<file path="src/rtl/dram_seq_pkg.sv">
package dram_seq_pkg;
  // {ras_n, cas_n, we_n}
  typedef enum logic [2:0] {
    CMD_NOP = 3'b111,
    CMD_ACT = 3'b011,
    CMD_RD  = 3'b101,
    CMD_WR  = 3'b100,
    CMD_PRE = 3'b010
  } cmd_e;

  localparam int unsigned AP_BIT = 10;
  localparam int unsigned BL_BIT = 12;
endpackage

</file>
<file path="src/rtl/dram_bank_table.sv">
module dram_bank_table
  import dram_seq_pkg::*;
#(
  parameter int NUM_BANKS = 8,
  parameter int ROW_W     = 16,
  parameter int TMR_W     = 4,
  localparam int BA_W     = $clog2(NUM_BANKS)
) (
  input  logic             clk_i,
  input  logic             rst_ni,
  input  cmd_e             upd_cmd_i,
  input  logic [BA_W-1:0]  upd_bank_i,
  input  logic [ROW_W-1:0] upd_row_i,
  input  logic             upd_ap_i,
  input  logic [TMR_W-1:0] trcd_i,
  input  logic [TMR_W-1:0] trp_i,
  input  logic [BA_W-1:0]  q_bank_i,
  output logic             q_open_o,
  output logic [ROW_W-1:0] q_row_o,
  output logic             q_tmr_zero_o
);
  logic             open_q [NUM_BANKS];
  logic [ROW_W-1:0] row_q  [NUM_BANKS];
  logic [TMR_W-1:0] tmr_q  [NUM_BANKS];
  logic [TMR_W-1:0] ld_rcd, ld_rp;

  // timer loaded with delay-1: zero means the next decision may use the bank
  assign ld_rcd = (trcd_i == '0) ? '0 : trcd_i - 1'b1;
  assign ld_rp  = (trp_i  == '0) ? '0 : trp_i  - 1'b1;

  for (genvar b = 0; b < NUM_BANKS; b++) begin : g_bank
    logic hit;
    assign hit = (upd_bank_i == BA_W'(b));
    always_ff @(posedge clk_i or negedge rst_ni) begin
      if (!rst_ni) begin
        open_q[b] <= 1'b0;
        row_q[b]  <= '0;
        tmr_q[b]  <= '0;
      end else begin
        if (tmr_q[b] != '0) tmr_q[b] <= tmr_q[b] - 1'b1;
        if (hit) begin
          unique case (upd_cmd_i)
            CMD_ACT: begin
              open_q[b] <= 1'b1;
              row_q[b]  <= upd_row_i;
              tmr_q[b]  <= ld_rcd;
            end
            CMD_PRE: begin
              open_q[b] <= 1'b0;
              tmr_q[b]  <= ld_rp;
            end
            CMD_RD, CMD_WR: begin
              if (upd_ap_i) begin
                open_q[b] <= 1'b0;
                tmr_q[b]  <= ld_rp;
              end
            end
            default: ;
          endcase
        end
      end
    end
  end

  assign q_open_o     = open_q[q_bank_i];
  assign q_row_o      = row_q[q_bank_i];
  assign q_tmr_zero_o = (tmr_q[q_bank_i] == '0);
endmodule

</file>
<file path="src/rtl/dram_cmd_pick.sv">
module dram_cmd_pick
  import dram_seq_pkg::*;
(
  input  logic busy_i,
  input  logic write_i,
  input  logic open_i,
  input  logic hit_i,
  input  logic tmr_zero_i,
  output cmd_e cmd_o
);
  always_comb begin
    cmd_o = CMD_NOP;
    if (busy_i) begin
      if (open_i && hit_i) begin
        if (tmr_zero_i) cmd_o = write_i ? CMD_WR : CMD_RD;
      end else if (open_i) begin
        cmd_o = CMD_PRE;
      end else if (tmr_zero_i) begin
        cmd_o = CMD_ACT;
      end
    end
  end
endmodule

</file>
<file path="src/rtl/dram_cmd_encode.sv">
module dram_cmd_encode
  import dram_seq_pkg::*;
#(
  parameter int BA_W   = 3,
  parameter int ADDR_W = 16,
  parameter int COL_W  = 10
) (
  input  logic              clk_i,
  input  logic              rst_ni,
  input  cmd_e              cmd_i,
  input  logic [BA_W-1:0]   bank_i,
  input  logic [ADDR_W-1:0] row_i,
  input  logic [COL_W-1:0]  col_i,
  input  logic              ap_i,
  input  logic              bl8_i,
  output logic              ras_n_o,
  output logic              cas_n_o,
  output logic              we_n_o,
  output logic [BA_W-1:0]   ba_o,
  output logic [ADDR_W-1:0] addr_o
);
  logic [ADDR_W-1:0] addr_d;
  logic [BA_W-1:0]   ba_d;

  always_comb begin
    addr_d = '0;
    ba_d   = bank_i;
    unique case (cmd_i)
      CMD_ACT: addr_d = row_i;
      CMD_RD, CMD_WR: begin
        addr_d[COL_W-1:0] = col_i;
        addr_d[AP_BIT]    = ap_i;
        addr_d[BL_BIT]    = bl8_i;
      end
      CMD_PRE: ;
      default: ba_d = '0;
    endcase
  end

  always_ff @(posedge clk_i or negedge rst_ni) begin
    if (!rst_ni) begin
      {ras_n_o, cas_n_o, we_n_o} <= 3'b111;
      ba_o   <= '0;
      addr_o <= '0;
    end else begin
      {ras_n_o, cas_n_o, we_n_o} <= cmd_i;
      ba_o   <= ba_d;
      addr_o <= addr_d;
    end
  end
endmodule

</file>
<file path="src/rtl/dram_cmd_seq.sv">
module dram_cmd_seq
  import dram_seq_pkg::*;
#(
  parameter int NUM_BANKS = 8,
  parameter int ADDR_W    = 16,
  parameter int COL_W     = 10,
  parameter int TMR_W     = 4,
  localparam int BA_W     = $clog2(NUM_BANKS)
) (
  input  logic              clk_i,
  input  logic              rst_ni,
  input  logic              req_valid_i,
  output logic              req_ready_o,
  input  logic              req_write_i,
  input  logic [BA_W-1:0]   req_bank_i,
  input  logic [ADDR_W-1:0] req_row_i,
  input  logic [COL_W-1:0]  req_col_i,
  input  logic              req_bc4_i,
  input  logic              req_ap_i,
  input  logic              cfg_otf_i,
  input  logic              cfg_bl8_i,
  input  logic [TMR_W-1:0]  cfg_trcd_i,
  input  logic [TMR_W-1:0]  cfg_trp_i,
  output logic              cmd_ras_n_o,
  output logic              cmd_cas_n_o,
  output logic              cmd_we_n_o,
  output logic [BA_W-1:0]   cmd_ba_o,
  output logic [ADDR_W-1:0] cmd_addr_o
);
  logic              busy_q;
  logic              wr_q, bc4_q, ap_q;
  logic [BA_W-1:0]   bank_q;
  logic [ADDR_W-1:0] row_q;
  logic [COL_W-1:0]  col_q;

  logic              b_open, b_tmr_zero, row_hit, col_issue, bl8;
  logic [ADDR_W-1:0] b_row;
  cmd_e              next_cmd;

  always_ff @(posedge clk_i or negedge rst_ni) begin
    if (!rst_ni) begin
      busy_q <= 1'b0;
      wr_q   <= 1'b0;
      bc4_q  <= 1'b0;
      ap_q   <= 1'b0;
      bank_q <= '0;
      row_q  <= '0;
      col_q  <= '0;
    end else if (!busy_q) begin
      if (req_valid_i) begin
        busy_q <= 1'b1;
        wr_q   <= req_write_i;
        bc4_q  <= req_bc4_i;
        ap_q   <= req_ap_i;
        bank_q <= req_bank_i;
        row_q  <= req_row_i;
        col_q  <= req_col_i;
      end
    end else if (col_issue) begin
      busy_q <= 1'b0;
    end
  end

  assign req_ready_o = !busy_q;

  dram_bank_table #(
    .NUM_BANKS(NUM_BANKS), .ROW_W(ADDR_W), .TMR_W(TMR_W)
  ) u_banks (
    .clk_i       (clk_i),
    .rst_ni      (rst_ni),
    .upd_cmd_i   (next_cmd),
    .upd_bank_i  (bank_q),
    .upd_row_i   (row_q),
    .upd_ap_i    (ap_q),
    .trcd_i      (cfg_trcd_i),
    .trp_i       (cfg_trp_i),
    .q_bank_i    (bank_q),
    .q_open_o    (b_open),
    .q_row_o     (b_row),
    .q_tmr_zero_o(b_tmr_zero)
  );

  assign row_hit = (b_row == row_q);

  dram_cmd_pick u_pick (
    .busy_i    (busy_q),
    .write_i   (wr_q),
    .open_i    (b_open),
    .hit_i     (row_hit),
    .tmr_zero_i(b_tmr_zero),
    .cmd_o     (next_cmd)
  );

  assign col_issue = (next_cmd == CMD_RD) || (next_cmd == CMD_WR);
  assign bl8       = cfg_otf_i ? ~bc4_q : cfg_bl8_i;

  dram_cmd_encode #(
    .BA_W(BA_W), .ADDR_W(ADDR_W), .COL_W(COL_W)
  ) u_enc (
    .clk_i  (clk_i),
    .rst_ni (rst_ni),
    .cmd_i  (next_cmd),
    .bank_i (bank_q),
    .row_i  (row_q),
    .col_i  (col_q),
    .ap_i   (ap_q),
    .bl8_i  (bl8),
    .ras_n_o(cmd_ras_n_o),
    .cas_n_o(cmd_cas_n_o),
    .we_n_o (cmd_we_n_o),
    .ba_o   (cmd_ba_o),
    .addr_o (cmd_addr_o)
  );
endmodule

</file>
<file path="config.mk">
export PLATFORM = sky130hd
export DESIGN_NAME = dram_cmd_seq
export DESIGN_NICKNAME = d
export VERILOG_FILES = /design/src/rtl/dram_seq_pkg.sv /design/src/rtl/dram_bank_table.sv /design/src/rtl/dram_cmd_pick.sv /design/src/rtl/dram_cmd_encode.sv /design/src/rtl/dram_cmd_seq.sv
export SDC_FILE = /design/constraint.sdc
export NUM_CORES = 1
export LEC_CHECK = 0
export ABC_AREA = 1
export BUFFER_PORTS_ARGS = -buffer_cell sky130_fd_sc_hd__buf_2
export CORE_AREA = 2 2 115 228
export CTS_CLUSTER_SIZE = 30
export DETAILED_ROUTE_END_ITERATION = 10
export DIE_AREA = 0 0 117 230
export GPL_ROUTABILITY_DRIVEN = 1
export PLACE_DENSITY = 0.6
export SETUP_SLACK_MARGIN = 0.02
export SYNTH_ARGS = -nofsm -noshare
export SYNTH_HDL_FRONTEND = slang
export SYNTH_HIERARCHICAL = 1
export SYNTH_SLANG_ARGS = --single-unit
</file>
<file path="constraint.sdc">
create_clock -name clk_i -period 6.7 [get_ports clk_i]
set_input_delay 0 -clock clk_i [delete_from_list [all_inputs] [get_ports clk_i]]
set_output_delay 0 -clock clk_i [all_outputs]
set_load 0.02 [all_outputs]
</file>
==> results.py <==
metrics = {
    "hold_path": {
        "hold_class": "input port to asynchronous set/reset pin",
    },
    "outcome": {
        "status": "completed",
    },
    "sta": {
        "final.min_clock_period_ns": 5.07,
        "finalHoldViolations": 0,
        "slew_viol_final": 0,
        "max_freq_mhz": 197,
        "timing.final.crit_share_pct": 75.7,
        "fin_setup_tns_ns": 0,
        "slew_headroom_pct": 18.7,
        "skew_ns": 0.0105,
        "setup_slack_ns": 1.63,
        "setup_viol": 0,
        "worst_pin_slew_ns": 1.22,
        "rsz0062_at_grt": "false",
        "whs_ns": 0.117,
    },
    "global_route": {
        "track_usage_pct": 24.6,
        "antenna_found_initial": 0,
        "grt_first_pass_wirelength_um": 50900,
        "grt-ovfl-total": 0,
        "grt_pass1_vias": 9604,
        "grt_max_degree": 107,
    },
    "clocking": {
        "insertion_delay_ns": 0.51,
        "cts_resized": 0,
        "cts_tree": "done",
        "clockBufferDepth": 3,
        "post_cts_buffers": 0,
        "cts.sinks": 223,
        "root_buffer": "clkbuf_16",
        "h-tree-depth": 1,
        "cts_buffers": 21,
        "clkTransAtPathRegs_ns": 0.07,
    },
    "power_and_ir_drop": {
        "internal_power_mw": 3.70,
        "comb_power_share_pct": 49.0,
        "switchingPower_mw": 3.20,
        "powerDensity_nw_per_um2": 544,
        "p_sw_share_pct": 46.3,
        "power.share.sequential_pct": 34.2,
        "p_total_mw": 6.90,
        "pwr-share-clk_pct": 16.9,
        "leakage_nw": 6.39,
        "peakVddDrop_mv": 0.243,
    },
    "logic_synthesis": {
        "postSynthCellCount": 1400,
        "yosys_warnings": 6,
        "ys_seq_area_share_pct": 49.9,
        "synth_flop_cell": "dfrtp_1",
        "synth_area_sq_um": 11200,
        "synth.top_cell.area_share_pct": 49.2,
        "synth.distinct_cells": 36,
        "postSynth.asyncResetShare_pct": 100,
        "syn_area_per_cell_sq_um": 7.99,
        "synth_nets": 1457,
        "synth_edf_count": 0,
        "ys_top_cells_by_area": "dfrtp_1 49%, nand2_1 13%, o21ai_0 9.6%, nor2_1 4.6%, inv_1 3.7%",
        "ys_ff_latch": 223,
        "yosys.area.top_type": "dfrtp_1",
    },
    "routing": {
        "detail-route-antenna-nets": 0,
        "drt-total-wl_um": 32300,
        "firstDrtPassIters": 5,
        "drc": 0,
        "num_vias": 9646,
        "drt_iter0_markers": 595,
        "routed_via_density": 5.30,
        "wire_per_inst_um": 17.7,
    },
    "critical_path": {
        "critPathCaptureType": "flip-flop",
        "worst_setup_path_start_kind": "flip-flop",
        "slowest_delay_ns": 0.86,
        "critPathTopFamily": "simple AND/OR/NAND/NOR gates",
        "critPathKind": "flip-flop to flip-flop",
        "cpMostUsedCell": "nand2_1",
        "crit-reg2reg-launch": "bank_q[0]",
        "cp_data_arrival_time_ns": 5.46,
        "crit_slowest_cell": "nand2_1",
        "crit_start": "bank_q[0]",
        "critPathRequiredTime_ns": 7.09,
        "path_cells": "buf_4, o21ai_0, o22ai_1, nand2_1, nand2_1, xnor2_1, nand2_1, nor2_1, nand2_1, nor2_1, nand2_1, nand2_1, nand2_1, nor2_2, nand2_1, o21ai_0",
        "worst-path-buf-inv": 1,
        "cp_max_fo": 77,
    },
    "placement": {
        "place_hpwl_um": 22000,
        "io_buffer_count": 67,
        "place.gp.congestion": 0.853,
        "place_ws_ns": 1.67,
    },
    "cells_and_area": {
        "mostFrequentLayoutCell": "nand2_1",
        "final_nets": 1527,
        "syn2layout_area_growth_pct": 13.4,
        "n_fill_cell": 2496,
        "drive_gt1_share_pct": 11.3,
        "final_cell_mix": "400 x nand2_1, 219 x dfrtp_1, 215 x o21ai_0, 136 x nor2_1, 108 x inv_1",
    },
    "floorplan": {
        "core_area_sq_um": 25100,
        "fp.dieW_um": 117,
        "die_h_um": 230,
        "io-pin-count": 68,
        "initial_core_util_pct": 44.5,
        "rows": 82,
        "die-area_sq_um": 26900,
    },
    "flow_run": {
        "drv_cap": 0,
    },
}
## power by group through the flow
stage          registers (mW)  logic, mW  clock network (mW)
6_report                 2.36       3.38                1.17
5_1_grt                  2.42       3.84                1.24
4_1_cts                  2.36       3.39                1.19
3_5_place_dp             2.38       3.35                   0
3_3_place_gp             2.37       3.30                   0
2_1_floorplan            2.29       2.45                   0
## logic make-up after synthesis
family,share of synthesized area [%]
AOI/OAI and AO/OA,13.9
xor gates and xnor gates,0.861
adders and majority gates,1.34
buffers and inverters,6.97
DFF,49.9
muxes,3.02
and+or+nand+nor,24.0
## area by class of cell
cell class | instances | area, sq um | area share (%)
diodes | 1 | 2.50 | 0.0197
clock buffers | 30 | 619 | 4.88
clock inverters | 7 | 37.5 | 0.296
inverters | 113 | 427 | 3.36
multi-input cells | 999 | 4820 | 38.0
flip-flops and latches | 223 | 5590 | 44.0
well taps | 336 | 420 | 3.31
repair buffers | 112 | 771 | 6.08
## worst paths after layout
path	to	depth (start not counted)	slack (ns)
worst min register to register	u_banks/open_q[0]	2	0.48
worst max register to register	u_banks/row_q[84]	16	1.63
worst min-delay path	u_banks/row_q[117]	2	0.12
worst max-delay path	u_banks/row_q[84]	16	1.63
max in group asynchronous	col_q[6]	3	5.16
min in group clk_i	row_q[4]	3	0.25
## worst reg2reg max path, stage by stage (launching register included)
cell and delay (ns):
dfrtp_2 0.37, buf_4 0.63, o21ai_0 0.39, o22ai_1 0.27, nand2_1 0.07, nand2_1 0.08, xnor2_1 0.11, nand2_1 0.07
nor2_1 0.12, nand2_1 0.07, nor2_1 0.28, nand2_1 0.09, nand2_1 0.44, nand2_1 0.13, nor2_2 0.46, nand2_1 0.86
o21ai_0 0.50
## flip-flops by register name, summed over array words and instances (netlist names)
register and flops:
u_enc/cas_n_o 1, u_enc/we_n_o 1, u_banks/row_q 128, u_enc/ras_n_o 1
bc4_q 1, col_q 10, bank_q 3, row_q 16
u_enc/addr_o 16, u_enc/ba_o 3, wr_q 1, u_banks/tmr_q 32
ap_q 1, u_banks/open_q 8, busy_q 1
## layer usage
layer  GRT usage (%)  wire length, um  vias to the layer above
li1                -                -                     4696
met1            25.9            11600                     4691
met2            47.0            18300                      175
met3            1.90              685                       84
met5               0                0                        -
met4            12.6             1740                        0
## stage by stage
step | cells | util (%) | instance area, sq um
floorplan | 1400 | - | 11200
global placement | 1748 | 46.4 | 11700
detailed placement | 1748 | 46.4 | 11700
finish | 1821 | 50.5 | 12700
global route | 1820 | 50.5 | 12700
CTS | 1820 | 50.5 | 12700
## cells in the mapped netlist, types with 7 or more instances
| master | n |
|---|---|
| nand2_2 | 14 |
| nand4_1 | 26 |
| o21ai_0 | 215 |
| o22ai_1 | 34 |
| nand3_1 | 57 |
| xnor2_1 | 11 |
| buf_6 | 7 |
| mux2_4 | 9 |
| buf_2 | 20 |
| ha_1 | 12 |
| mux2_2 | 18 |
| inv_1 | 109 |
| dfrtp_1 | 220 |
| nor3_1 | 10 |
| nor2_1 | 136 |
| a21boi_0 | 8 |
| clkbuf_1 | 30 |
| nand2_1 | 400 |
| a21oi_1 | 33 |
## timing repair
item	CTS	global route
endpoints found under the hold margin	137	0
hold buffers	35	0
endpoints found under the setup margin	0	0
Note: power is estimated with default switching activity, not from simulation.
